File: src/rtl/wbm_pkg.sv
package wbm_pkg;
  typedef enum logic [3:0] {
    S_IDLE, S_RSP, S_RDP, S_RCN, S_CHK, S_RD, S_WR, S_WPS, S_WPD, S_WCN
  } wbm_state_e;
endpackage

File: src/rtl/wbm_regs.sv
module wbm_regs #(
  parameter int W = 16
) (
  input  logic         clk_i,
  input  logic         rst_ni,
  input  logic         ld_src_i,
  input  logic         ld_dst_i,
  input  logic         ld_cnt_i,
  input  logic         step_i,
  input  logic         dec_i,
  input  logic [W-1:0] rdata_i,
  output logic [W-1:0] src_o,
  output logic [W-1:0] dst_o,
  output logic [W-1:0] cnt_o
);
  localparam logic [W-1:0] STEP = W'(W / 8);

  always_ff @(posedge clk_i or negedge rst_ni) begin
    if (!rst_ni) begin
      src_o <= '0;
      dst_o <= '0;
      cnt_o <= '0;
    end else begin
      if (ld_src_i)    src_o <= rdata_i;
      else if (step_i) src_o <= src_o + STEP;
      if (ld_dst_i)    dst_o <= rdata_i;
      else if (step_i) dst_o <= dst_o + STEP;
      if (ld_cnt_i)    cnt_o <= rdata_i;
      else if (dec_i)  cnt_o <= cnt_o - 1'b1;
    end
  end

  AST_PTR_STEP: assert property (@(posedge clk_i) disable iff (!rst_ni)
    step_i |=> (src_o == $past(src_o) + STEP) && (dst_o == $past(dst_o) + STEP));
  AST_CNT_DEC: assert property (@(posedge clk_i) disable iff (!rst_ni)
    dec_i |=> cnt_o == $past(cnt_o) - 1'b1);
endmodule

File: src/rtl/wbm_port.sv
module wbm_port
  import wbm_pkg::*;
#(
  parameter int W = 16
) (
  input  wbm_state_e   state_i,
  input  logic [W-1:0] ptr_loc_i,
  input  logic [W-1:0] cnt_loc_i,
  input  logic [W-1:0] src_i,
  input  logic [W-1:0] dst_i,
  input  logic [W-1:0] cnt_i,
  input  logic [W-1:0] rdata_i,
  output logic [W-1:0] addr_o,
  output logic         we_o,
  output logic [W-1:0] wdata_o
);
  localparam logic [W-1:0] STEP = W'(W / 8);

  always_comb begin
    addr_o  = '0;
    we_o    = 1'b0;
    wdata_o = '0;
    unique case (state_i)
      S_RSP: addr_o = ptr_loc_i;
      S_RDP: addr_o = ptr_loc_i + STEP;
      S_RCN: addr_o = cnt_loc_i;
      S_RD:  addr_o = src_i;
      S_WR:  begin addr_o = dst_i;            we_o = 1'b1; wdata_o = rdata_i; end
      S_WPS: begin addr_o = ptr_loc_i;        we_o = 1'b1; wdata_o = src_i;   end
      S_WPD: begin addr_o = ptr_loc_i + STEP; we_o = 1'b1; wdata_o = dst_i;   end
      S_WCN: begin addr_o = cnt_loc_i;        we_o = 1'b1; wdata_o = cnt_i;   end
      default: ;
    endcase
  end
endmodule

File: src/rtl/wbm_engine.sv
module wbm_engine
  import wbm_pkg::*;
#(
  parameter int W = 16
) (
  input  logic         clk_i,
  input  logic         rst_ni,
  input  logic         start_i,
  input  logic [W-1:0] ptr_loc_i,
  input  logic [W-1:0] cnt_loc_i,
  input  logic         irq_i,
  output logic         busy_o,
  output logic         done_o,
  output logic         intr_o,
  output logic [W-1:0] mem_addr_o,
  output logic         mem_we_o,
  output logic [W-1:0] mem_wdata_o,
  input  logic [W-1:0] mem_rdata_i
);
  wbm_state_e   state_q, state_d;
  logic [W-1:0] ptr_loc_q, cnt_loc_q;
  logic [W-1:0] src, dst, cnt;
  logic         last_xfer, zero_cnt;

  assign last_xfer = (cnt == W'(1));
  assign zero_cnt  = (mem_rdata_i == '0);

  always_comb begin
    state_d = state_q;
    unique case (state_q)
      S_IDLE: if (start_i) state_d = S_RSP;
      S_RSP:  state_d = S_RDP;
      S_RDP:  state_d = S_RCN;
      S_RCN:  state_d = S_CHK;
      S_CHK:  state_d = zero_cnt ? S_IDLE : S_RD;
      S_RD:   state_d = S_WR;
      S_WR:   state_d = S_WPS;
      S_WPS:  state_d = S_WPD;
      // transfer boundary: the only place irq_i is looked at
      S_WPD:  state_d = last_xfer ? S_IDLE : (irq_i ? S_WCN : S_RD);
      S_WCN:  state_d = S_IDLE;
      default: state_d = S_IDLE;
    endcase
  end

  always_ff @(posedge clk_i or negedge rst_ni) begin
    if (!rst_ni) begin
      state_q   <= S_IDLE;
      ptr_loc_q <= '0;
      cnt_loc_q <= '0;
      done_o    <= 1'b0;
      intr_o    <= 1'b0;
    end else begin
      state_q <= state_d;
      if (state_q == S_IDLE && start_i) begin
        ptr_loc_q <= ptr_loc_i;
        cnt_loc_q <= cnt_loc_i;
      end
      done_o <= (state_q == S_CHK && zero_cnt) || (state_q == S_WPD && last_xfer);
      intr_o <= (state_q == S_WCN);
    end
  end

  assign busy_o = (state_q != S_IDLE);

  wbm_regs #(.W(W)) u_regs (
    .clk_i   (clk_i),
    .rst_ni  (rst_ni),
    .ld_src_i(state_q == S_RDP),
    .ld_dst_i(state_q == S_RCN),
    .ld_cnt_i(state_q == S_CHK),
    .step_i  (state_q == S_WR),
    .dec_i   (state_q == S_WPD),
    .rdata_i (mem_rdata_i),
    .src_o   (src),
    .dst_o   (dst),
    .cnt_o   (cnt)
  );

  wbm_port #(.W(W)) u_port (
    .state_i  (state_q),
    .ptr_loc_i(ptr_loc_q),
    .cnt_loc_i(cnt_loc_q),
    .src_i    (src),
    .dst_i    (dst),
    .cnt_i    (cnt),
    .rdata_i  (mem_rdata_i),
    .addr_o   (mem_addr_o),
    .we_o     (mem_we_o),
    .wdata_o  (mem_wdata_o)
  );

  AST_END_EXCL: assert property (@(posedge clk_i) disable iff (!rst_ni)
    !(done_o && intr_o));
  AST_IDLE_NO_WRITE: assert property (@(posedge clk_i) disable iff (!rst_ni)
    !busy_o |-> !mem_we_o);
  AST_ZERO_SKIP: assert property (@(posedge clk_i) disable iff (!rst_ni)
    (state_q == S_CHK && zero_cnt) |=> done_o && !busy_o);
  AST_CNT_STORED: assert property (@(posedge clk_i) disable iff (!rst_ni)
    intr_o |-> $past(mem_we_o) && $past(mem_addr_o) == cnt_loc_q);
  AST_DONE_PULSE: assert property (@(posedge clk_i) disable iff (!rst_ni)
    done_o |=> !done_o);
endmodule

File: config.mk
export PLATFORM = sky130hd
export DESIGN_NAME = wbm_engine
export DESIGN_NICKNAME = d
export VERILOG_FILES = /design/src/rtl/wbm_pkg.sv /design/src/rtl/wbm_regs.sv /design/src/rtl/wbm_port.sv /design/src/rtl/wbm_engine.sv
export SDC_FILE = /design/constraint.sdc
export NUM_CORES = 1
export LEC_CHECK = 0
export BUFFER_PORTS_ARGS = -buffer_cell sky130_fd_sc_hd__buf_2
export CORE_ASPECT_RATIO = 0.7
export CORE_MARGIN = 4
export CORE_UTILIZATION = 30
export DETAILED_ROUTE_END_ITERATION = 16
export GPL_ROUTABILITY_DRIVEN = 0
export GPL_TIMING_DRIVEN = 1
export PLACE_DENSITY = 0.5
export SETUP_SLACK_MARGIN = 0.02
export SLEW_MARGIN = 15
export SYNTH_ARGS = -nofsm -noshare
export SYNTH_HDL_FRONTEND = slang
export SYNTH_SLANG_ARGS = --single-unit
export TNS_END_PERCENT = 1
File: constraint.sdc
create_clock -name clk_i -period 3.6 [get_ports clk_i]
set_clock_uncertainty 0.05 [all_clocks]
set_input_delay 0.36 -clock clk_i [delete_from_list [all_inputs] [get_ports clk_i]]
set_output_delay 0.36 -clock clk_i [all_outputs]
set_load 0.03 [all_outputs]
==> key figures, run 1 <==
Worst setup path
  – Critical Path, Cell by Cell: nor2b_1 -> and2_0 -> a222oi_1 -> o311ai_0 -> buf_2
  – Crit path launch type: register
  – Top delay family on crit path: simple AND/OR/NAND/NOR gates
  – WS Path Type: register to primary output
  – Crit-path slowest cell: dfrtp_1
  – Critical path buffer and inverter count: 1
  – Crit path arrival time: approximately 2800 ps
  – Element type at the critical path end: primary output
  – CP max stage delay: 710 ps
  – Worst Path Max Fanout: 17
  – CP required: 3190 ps

Run
  – Max_cap viols: 0

Drt
  – DRC: 0
  – WL per Instance: 21.3 um
  – ANT nets after route: 0
  – Detailed-route via count: 5257
  – Routed WL: 18900 um
  – Drt pass-1 iters: 6
  – Vias per cell: 5.93
  – DRT iter0 DRCs: 554

Global routing
  – Remaining Overflow, GRT: 0
  – Largest net degree at the start of global routing: 75
  – GRT Total Usage: 18.5%
  – First-pass GRT wire length: about 30000 um
  – Initial antenna violation count: 0
  – Number of global-route vias before repair: 5016

STA
  – Fmax: 311 MHz
  – Slew HR: 31.7%
  – Tmin final: between 3000 and 4000 ps
  – Worst Tran Pin Value: 1020 ps
  – Setup TNS: 0 ps
  – Endpoints failing hold: 0
  – Slew Limit Fails: 0
  – RSZ-0062 raised after global routing: false
  – Final setup violation count: 0
  – Final worst path period share: 89.2%

Clock network
  – Clock Path Buffers: 2
  – CTS resizes: 0
  – Post-CTS Setup Repair Bufs: 0
  – CTS Buf Count: 9
  – Clock Latency Late Sink: 350 ps
  – CTS Sinks: 86
  – H-Tree Depth: 3
  – Reg clk slew, reported paths: 60 ps
  – Root Driver: clkbuf_16
  – CTS tree: built
  – CTS Hold Buffers Added: 0

Die
  – # rows: 40
  – Core Box Area: approximately 0.018 sq mm
  – Total die area: 0.0205 sq mm
  – Die X: 169 um
  – Effective utilization at floorplan: 31.2%
  – Die Span Y: about 120 um
  – I/O pin count: 88

Cells and area
  – Fraction of layout cells with a size suffix above 1: approximately 24%
  – Final layout net count: 710
  – Final Util: ~36%
  – Non-Filler Instances: 886
  – Diodes inserted: 0
  – Area growth, synth to finish: 15.7%

Logic synthesis
  – Yosys warning count: 0
  – Syn avg cell area: 9.27 sq um
  – Cell area after synthesis: 0.00547 sq mm
  – Part of the Yosys area used for sequential elements: 39.4%
  – Main synth FF type: dfrtp_1
  – Post-synth EDFFs: 0
  – Synth Net Count: 647
  – Unique masters post-synth: around 60
  – Syn Inst Count: between 500 and 600
  – Synthesized flop and latch total: 86
  – Ys async rst share: 100%

Pwr
  – Peak supply drop: between 500 and 600 uV
  – LEAKAGE: 2.57 nW
  – Power, Total: approximately 6.1 mW
  – Pwr dens: between 900 and 1000 mW/mm^2

Status
  – Outcome: finished, final reports clean

Placement
  – Post-DP HPWL: 14000 um
  – I/O Buffers: 87
  – Placed Cells: 873

Hold path
  – Hold Path Class: input pin to asynchronous set/reset pin
==> registers in the layout, summed over array words and instances (netlist names) <==
register and cells:
cnt_loc_q 16, done_o 1, intr_o 1, ptr_loc_q 16, state_q 4, u_regs.cnt_o 16
u_regs.dst_o 16, u_regs.src_o 16
==> Yosys cell counts (all sizes together) (4+ instances only) <==
library cell   n  area share [%]
a21oi         13             1.2
a222oi        13             2.4
a22oi         45             6.2
and2           5            0.57
and3           6            0.69
and4           6            0.96
buf           26             2.6
clkbuf        17             1.2
dfrtp         86              39
ha             5             1.1
inv            6            0.41
mux2          32             6.6
mux2i          5            0.92
nand2         96             6.6
nand2b         4            0.46
nand3         31             2.9
nand4         16             1.8
nor2          23             1.7
nor2b          4            0.46
nor3           5            0.46
nor3b          5             1.2
nor4          12             1.6
o211ai        33             4.5
o21ai         23             2.1
o22ai          7            0.80
o311ai        15             2.4
or4            5            0.69
xnor2          6            0.96
xor2           9             1.4
==> final cells by class <==
type / instances / area [sq um]
fillers: 1812 / 11200
multi-input cells: 455 / 3080
flip-flops and latches: 86 / 2150
repair buffers: 95 / 498
well taps: 231 / 289
clock buffers: 11 / 243
clock inverters: 2 / 35.0
inverters: 6 / 22.5
==> worst paths after layout <==
kind / endpoint / cells after the start / from / slack, ps
min in group clk_i: cnt_loc_q[8] / 2 / cnt_loc_i[8] / 190
max in group asynchronous: cnt_loc_q[14] / 2 / rst_ni / 2590
worst min-delay path: done_o / 1 / rst_ni / 120
worst max register to register: u_regs.dst_o[13] / 5 / state_q[1] / 950
worst min register to register: cnt_loc_q[11] / 1 / cnt_loc_q[11] / 460
worst max-delay path: mem_addr_o[4] / 5 / state_q[0] / 390
==> through the flow <==
step           instance area (sq um)  setup WS, ps  hold slack [ps]
2_1_floorplan                   5470           873             14.4
3_3_place_gp                    6050           924              451
3_5_place_dp                    6050           862              448
4_1_cts                         6320           468              180
5_1_grt                         6320           223              188
6_report                        6320           388              115
==> power by group <==
group	switching (mW)	leakage, nW	internal [mW]
registers	0.815	1.05	1.44
clock network	0.386	0.137	0.545
logic	1.81	1.39	1.15
==> cells by family (layout without fill, tap and decap cells) <==
group | Yosys count | count (layout) | synth area share [%]
buffers and inverters | 49 | 114 | 4.23
multiplexers | 37 | 37 | 7.51
flip-flops | 86 | 86 | 39.4
XOR/XNOR | 15 | 15 | 2.40
AND/OR/NAND/NOR | 230 | 230 | 22.7
AO/OA/AOI/OAI | 168 | 168 | 22.7
adder cells (fa/ha/maj) | 5 | 5 | 1.14
==> routing by layer <==
| layer | share of wire (%) | track usage, % | vias up |
|---|---|---|---|
| li1 | - | - | 2397 |
| met4 | 2.8 | 6.39 | 0 |
| met5 | 0 | 0 | - |
| met2 | 43 | 26.2 | 227 |
| met1 | 49 | 28.0 | 2598 |
| met3 | 6.0 | 3.42 | 35 |
==> worst reg2reg max path, stage by stage (launching register included) <==
cell	delay, ps
dfrtp_1	790
and4bb_2	590
buf_4	440
nand3_1	260
o211ai_1	220
o311ai_0	160
==> cell usage in the layout, fill, tap and decap left out, types with 6 or more instances in the layout <==
| cell type | count |
|---|---|
| a21oi_1 | 13 |
| o22ai_1 | 7 |
| buf_2 | 86 |
| and4_1 | 6 |
| mux2_2 | 32 |
| xnor2_1 | 6 |
| o211ai_1 | 33 |
| and3_1 | 6 |
| clkbuf_16 | 9 |
| nand4_1 | 16 |
| dfrtp_1 | 86 |
| a222oi_1 | 13 |
| inv_1 | 6 |
| nor2_1 | 21 |
| o311ai_0 | 15 |
| nand3_1 | 30 |
| nand2_1 | 95 |
| buf_4 | 9 |
| nor4_1 | 11 |
| xor2_1 | 9 |
| o21ai_0 | 23 |
| a22oi_1 | 45 |
Note: power is estimated with default switching activity, not from simulation.
==> inputs of run 2 (changes only) <==
--- a/config.mk
+++ b/config.mk
@@ -9,3 +9,2 @@
 export CORE_ASPECT_RATIO = 0.7
-export CORE_MARGIN = 4
 export CORE_UTILIZATION = 30
@@ -19,2 +18,3 @@
 export SYNTH_HDL_FRONTEND = slang
+export SYNTH_HIERARCHICAL = 1
 export SYNTH_SLANG_ARGS = --single-unit
--- a/constraint.sdc
+++ b/constraint.sdc
@@ -4,2 +4,2 @@
 set_output_delay 0.36 -clock clk_i [all_outputs]
-set_load 0.03 [all_outputs]
+set_load 0.01 [all_outputs]
==> key figures, run 2 <==
Status
  – Outcome: finished, violations left
  – Failing checks: design-rule violations

Die
  – Total die area: 0.0190 sq mm (-7.4%)
  – Effective utilization at floorplan: 30.7% (-0.54 points)
  – Die X: 164 um (-3.1%)
  – # rows: 41 (+2.5%)
  – Die Span Y: 116 um (-4.5%)
  – I/O pin count: 88 (unchanged)
  – Core Box Area: 0.0180 sq mm (+2.8%)

Logic synthesis
  – Synthesized flop and latch total: 86 (unchanged)
  – Compound-gate portion of the synthesized area: 14.7% (-8.0 points)
  – Post-synthesis mux area share: 10.1% (+2.6 points)
  – Synth cell count leaders: nand2_1, dfrtp_1, o21ai_0
  – Post-synth top area share: 39.0% (-0.39 points)
  – Adder-Cell Fraction of Synth Area: 0.906% (-0.24 points)
  – Main synth FF type: dfrtp_1
  – Area contributors post-synth: dfrtp_1, mux2_4, nand2_1
  – Ys async rst share: 100% (unchanged)
  – Syn avg cell area: 9.71 sq um (+4.7%)
  – Synth Area in Simple Gates: 21.7% (-1.0 points)
  – Largest family of logic cells by synthesized area: simple AND/OR/NAND/NOR gates
  – Top-count cell post-synth: nand2_1
  – Post-synth EDFFs: 0 (unchanged)
  – Part of the Yosys area used for sequential elements: 39.0% (-0.39 points)
  – Synth Net Count: 625 (-3.4%)
  – Synth Area in XOR/XNOR: 8.72% (+6.3 points)
  – Syn Inst Count: 569 (-3.6%)
  – Unique masters post-synth: 49 (-17%)
  – Yosys warning count: 6 (+6)
  – Cell taking the most area after synthesis: dfrtp_1
  – Cell area after synthesis: 0.00552 sq mm (+1.0%)

Clock network
  – CTS Buf Count: 9 (unchanged)
  – CTS Hold Buffers Added: 0 (unchanged)
  – CTS tree: built
  – Root Driver: clkbuf_16
  – CTS Sinks: 86 (unchanged)
  – CTS resizes: 0 (unchanged)
  – H-Tree Depth: 3 (unchanged)
  – Reg clk slew, reported paths: 70 ps (about the same)
  – Post-CTS Setup Repair Bufs: 0 (unchanged)
  – Clock Path Buffers: 2 (unchanged)
  – Clock Latency Late Sink: 340 ps (about the same)

Pwr
  – Combinational power share: 45.3% (-2.9 points)
  – Pwr dens: 913 mW/mm^2 (-6.1%)
  – Peak supply drop: 445 uV (-14%)
  – Sw Ratio: 45.0% (-4.0 points)
  – LEAKAGE: 2.63 nW (+2.3%)
  – Pint: 3.22 mW (+2.7%)
  – Power, Total: 5.85 mW (-4.8%)
  – Power share of the clock group: 15.6% (+0.5 points)
  – Sw Pwr: 2.63 mW (-13%)
  – Sequential power share: 39.1% (+2.5 points)

Global routing
  – GRT Max-Usage Layer: met1
  – Met1 layer usage reported by global route: 30.3% (+2.3 points)
  – Number of global-route vias before repair: 4718 (-5.9%)
  – First-pass GRT wire length: 27400 um (-7.8%)
  – GRT Total Usage: 19.1% (+0.57 points)
  – Initial antenna violation count: 0 (unchanged)
  – Met2 Track Usage GR: 26.2% (about the same)
  – Remaining Overflow, GRT: 0 (unchanged)
  – Largest net degree at the start of global routing: 69 (-8.0%)
  – Met3 track demand over resource: 3.54% (+0.12 points)

Worst setup path
  – Critical path buffer and inverter count: 2 (+1)
  – Critical path depth in cells: 5 (unchanged)
  – Crit path launch type: register
  – Crit path arrival time: 2670 ps (-130 ps)
  – CP max stage delay: 760 ps (+50 ps)
  – Element type at the critical path end: primary output
  – Critical Path, Cell by Cell: inv_1 -> nor3_4 -> a222oi_1 -> o211ai_1 -> buf_2
  – CP required: 3190 ps (about the same)
  – Worst Path Max Fanout: 17 (unchanged)
  – Crit-path slowest cell: dfrtp_1
  – WS Path Type: register to primary output
  – R2R depth: 6 (+1)
  – Top delay family on crit path: flip-flops

Cells and area
  – Final Util: 35.6% (-0.51 points)
  – Area growth, synth to finish: 16.0%
  – Diodes inserted: 0 (unchanged)
  – Fin area: 0.00641 sq mm (+1.3%)
  – Most frequent cells in the layout: nand2_1, dfrtp_1, buf_2, o21ai_0, a22oi_1
  – Most common cell after layout, fill and taps aside: nand2_1
  – Final layout net count: 701 (-1.3%)
  – Fraction of layout cells with a size suffix above 1: 25.8% (+1.6 points)

STA
  – Tmin final: 3080 ps (-129 ps)
  – Post-route setup slack: 518 ps (+129 ps)
  – RSZ-0062 raised after global routing: false
  – Slew HR: 29.7% (-2.0 points)
  – Final worst path period share: 85.6% (-3.6 points)
  – Fmax: 324 MHz (+4.2%)
  – Setup TNS: 0 ps (unchanged)
  – Final setup violation count: 0 (unchanged)
  – Worst Tran Pin Value: 1050 ps (+27.0 ps)
  – Endpoints failing hold: 0 (unchanged)
  – Slew Limit Fails: 0 (unchanged)

Drt
  – DRC: 2 (+2)
  – ANT nets after route: 0 (unchanged)
  – Detailed-route via count: 4840 (-7.9%)
  – Vias per cell: 5.46 (-7.9%)
  – Drt pass-1 iters: 12 (+6)
  – DRT iter0 DRCs: 529 (-4.5%)
  – Routed WL: 17300 um (-8.3%)
  – WL per Instance: 19.5 um (-8.3%)

Placement
  – Post-DP HPWL: 12800 um (-8.8%)
  – Pre-CTS setup slack: 862 ps (+0.320 ps)
  – I/O Buffers: 87 (unchanged)
  – Placed cell areas: 0.00612 sq mm (+1.2%)

Hold path
  – Hold Path Class: input pin to asynchronous set/reset pin

Run
  – Max_cap viols: 0 (unchanged)
run 2: power by group through the flow:
stage	registers (mW)	clock network (mW)	logic, mW
floorplan	1.94	0	2.08
global placement	2.28	0	2.59
detailed placement	2.28	0	2.64
CTS	2.27	0.937	2.65
global route	2.37	0.973	2.92
finish	2.29	0.914	2.65
run 2: cell families (layout without fill, tap and decap cells):
group | after synthesis | after routing
flip-flops | 86 | 86
AO/OA/AOI/OAI | 118 | 118
multiplexers | 40 | 40
AND/OR/NAND/NOR | 221 | 221
buffers and inverters | 45 | 126
adder cells (fa/ha/maj) | 4 | 4
XOR/XNOR | 55 | 55
run 2: path summary, 6_finish.rpt:
kind	slack, ps	to	from
max in group asynchronous	2560	ptr_loc_q[0]	rst_ni
setup reg to reg	980	u_regs/cnt_o[13]	state_q[2]
hold reg to reg	460	cnt_loc_q[12]	cnt_loc_q[12]
hold / removal	90	u_regs/dst_o[6]	rst_ni
setup / recovery	520	mem_addr_o[11]	state_q[0]
min in group clk_i	200	cnt_loc_q[0]	cnt_loc_i[0]
run 2: final cells by class:
class	count	area [sq um]
Tap cell	236	295
Fill cell	1864	11600
Multi-Input combinational cell	438	3120
Inverter	14	52.6
Clock inverter	4	31.3
Sequential cell	86	2150
Clock buffer	12	256
Timing Repair Buffer	96	505
run 2: per-layer routing:
| metal | vias up | part of all wire [%] |
|---|---|---|
| met1 | 2392 | 51 |
| li1 | 2250 | - |
| met3 | 13 | 7.1 |
| met2 | 185 | 41 |
| met4 | 0 | 0.78 |
| met5 | - | 0 |
run 2: stage by stage:
stage / std cells / hold slack [ps]
floorplan: 569 / 14.4
global placement: 870 / 449
detailed placement: 870 / 445
CTS: 886 / 141
global route: 886 / 169
finish: 886 / 88.0
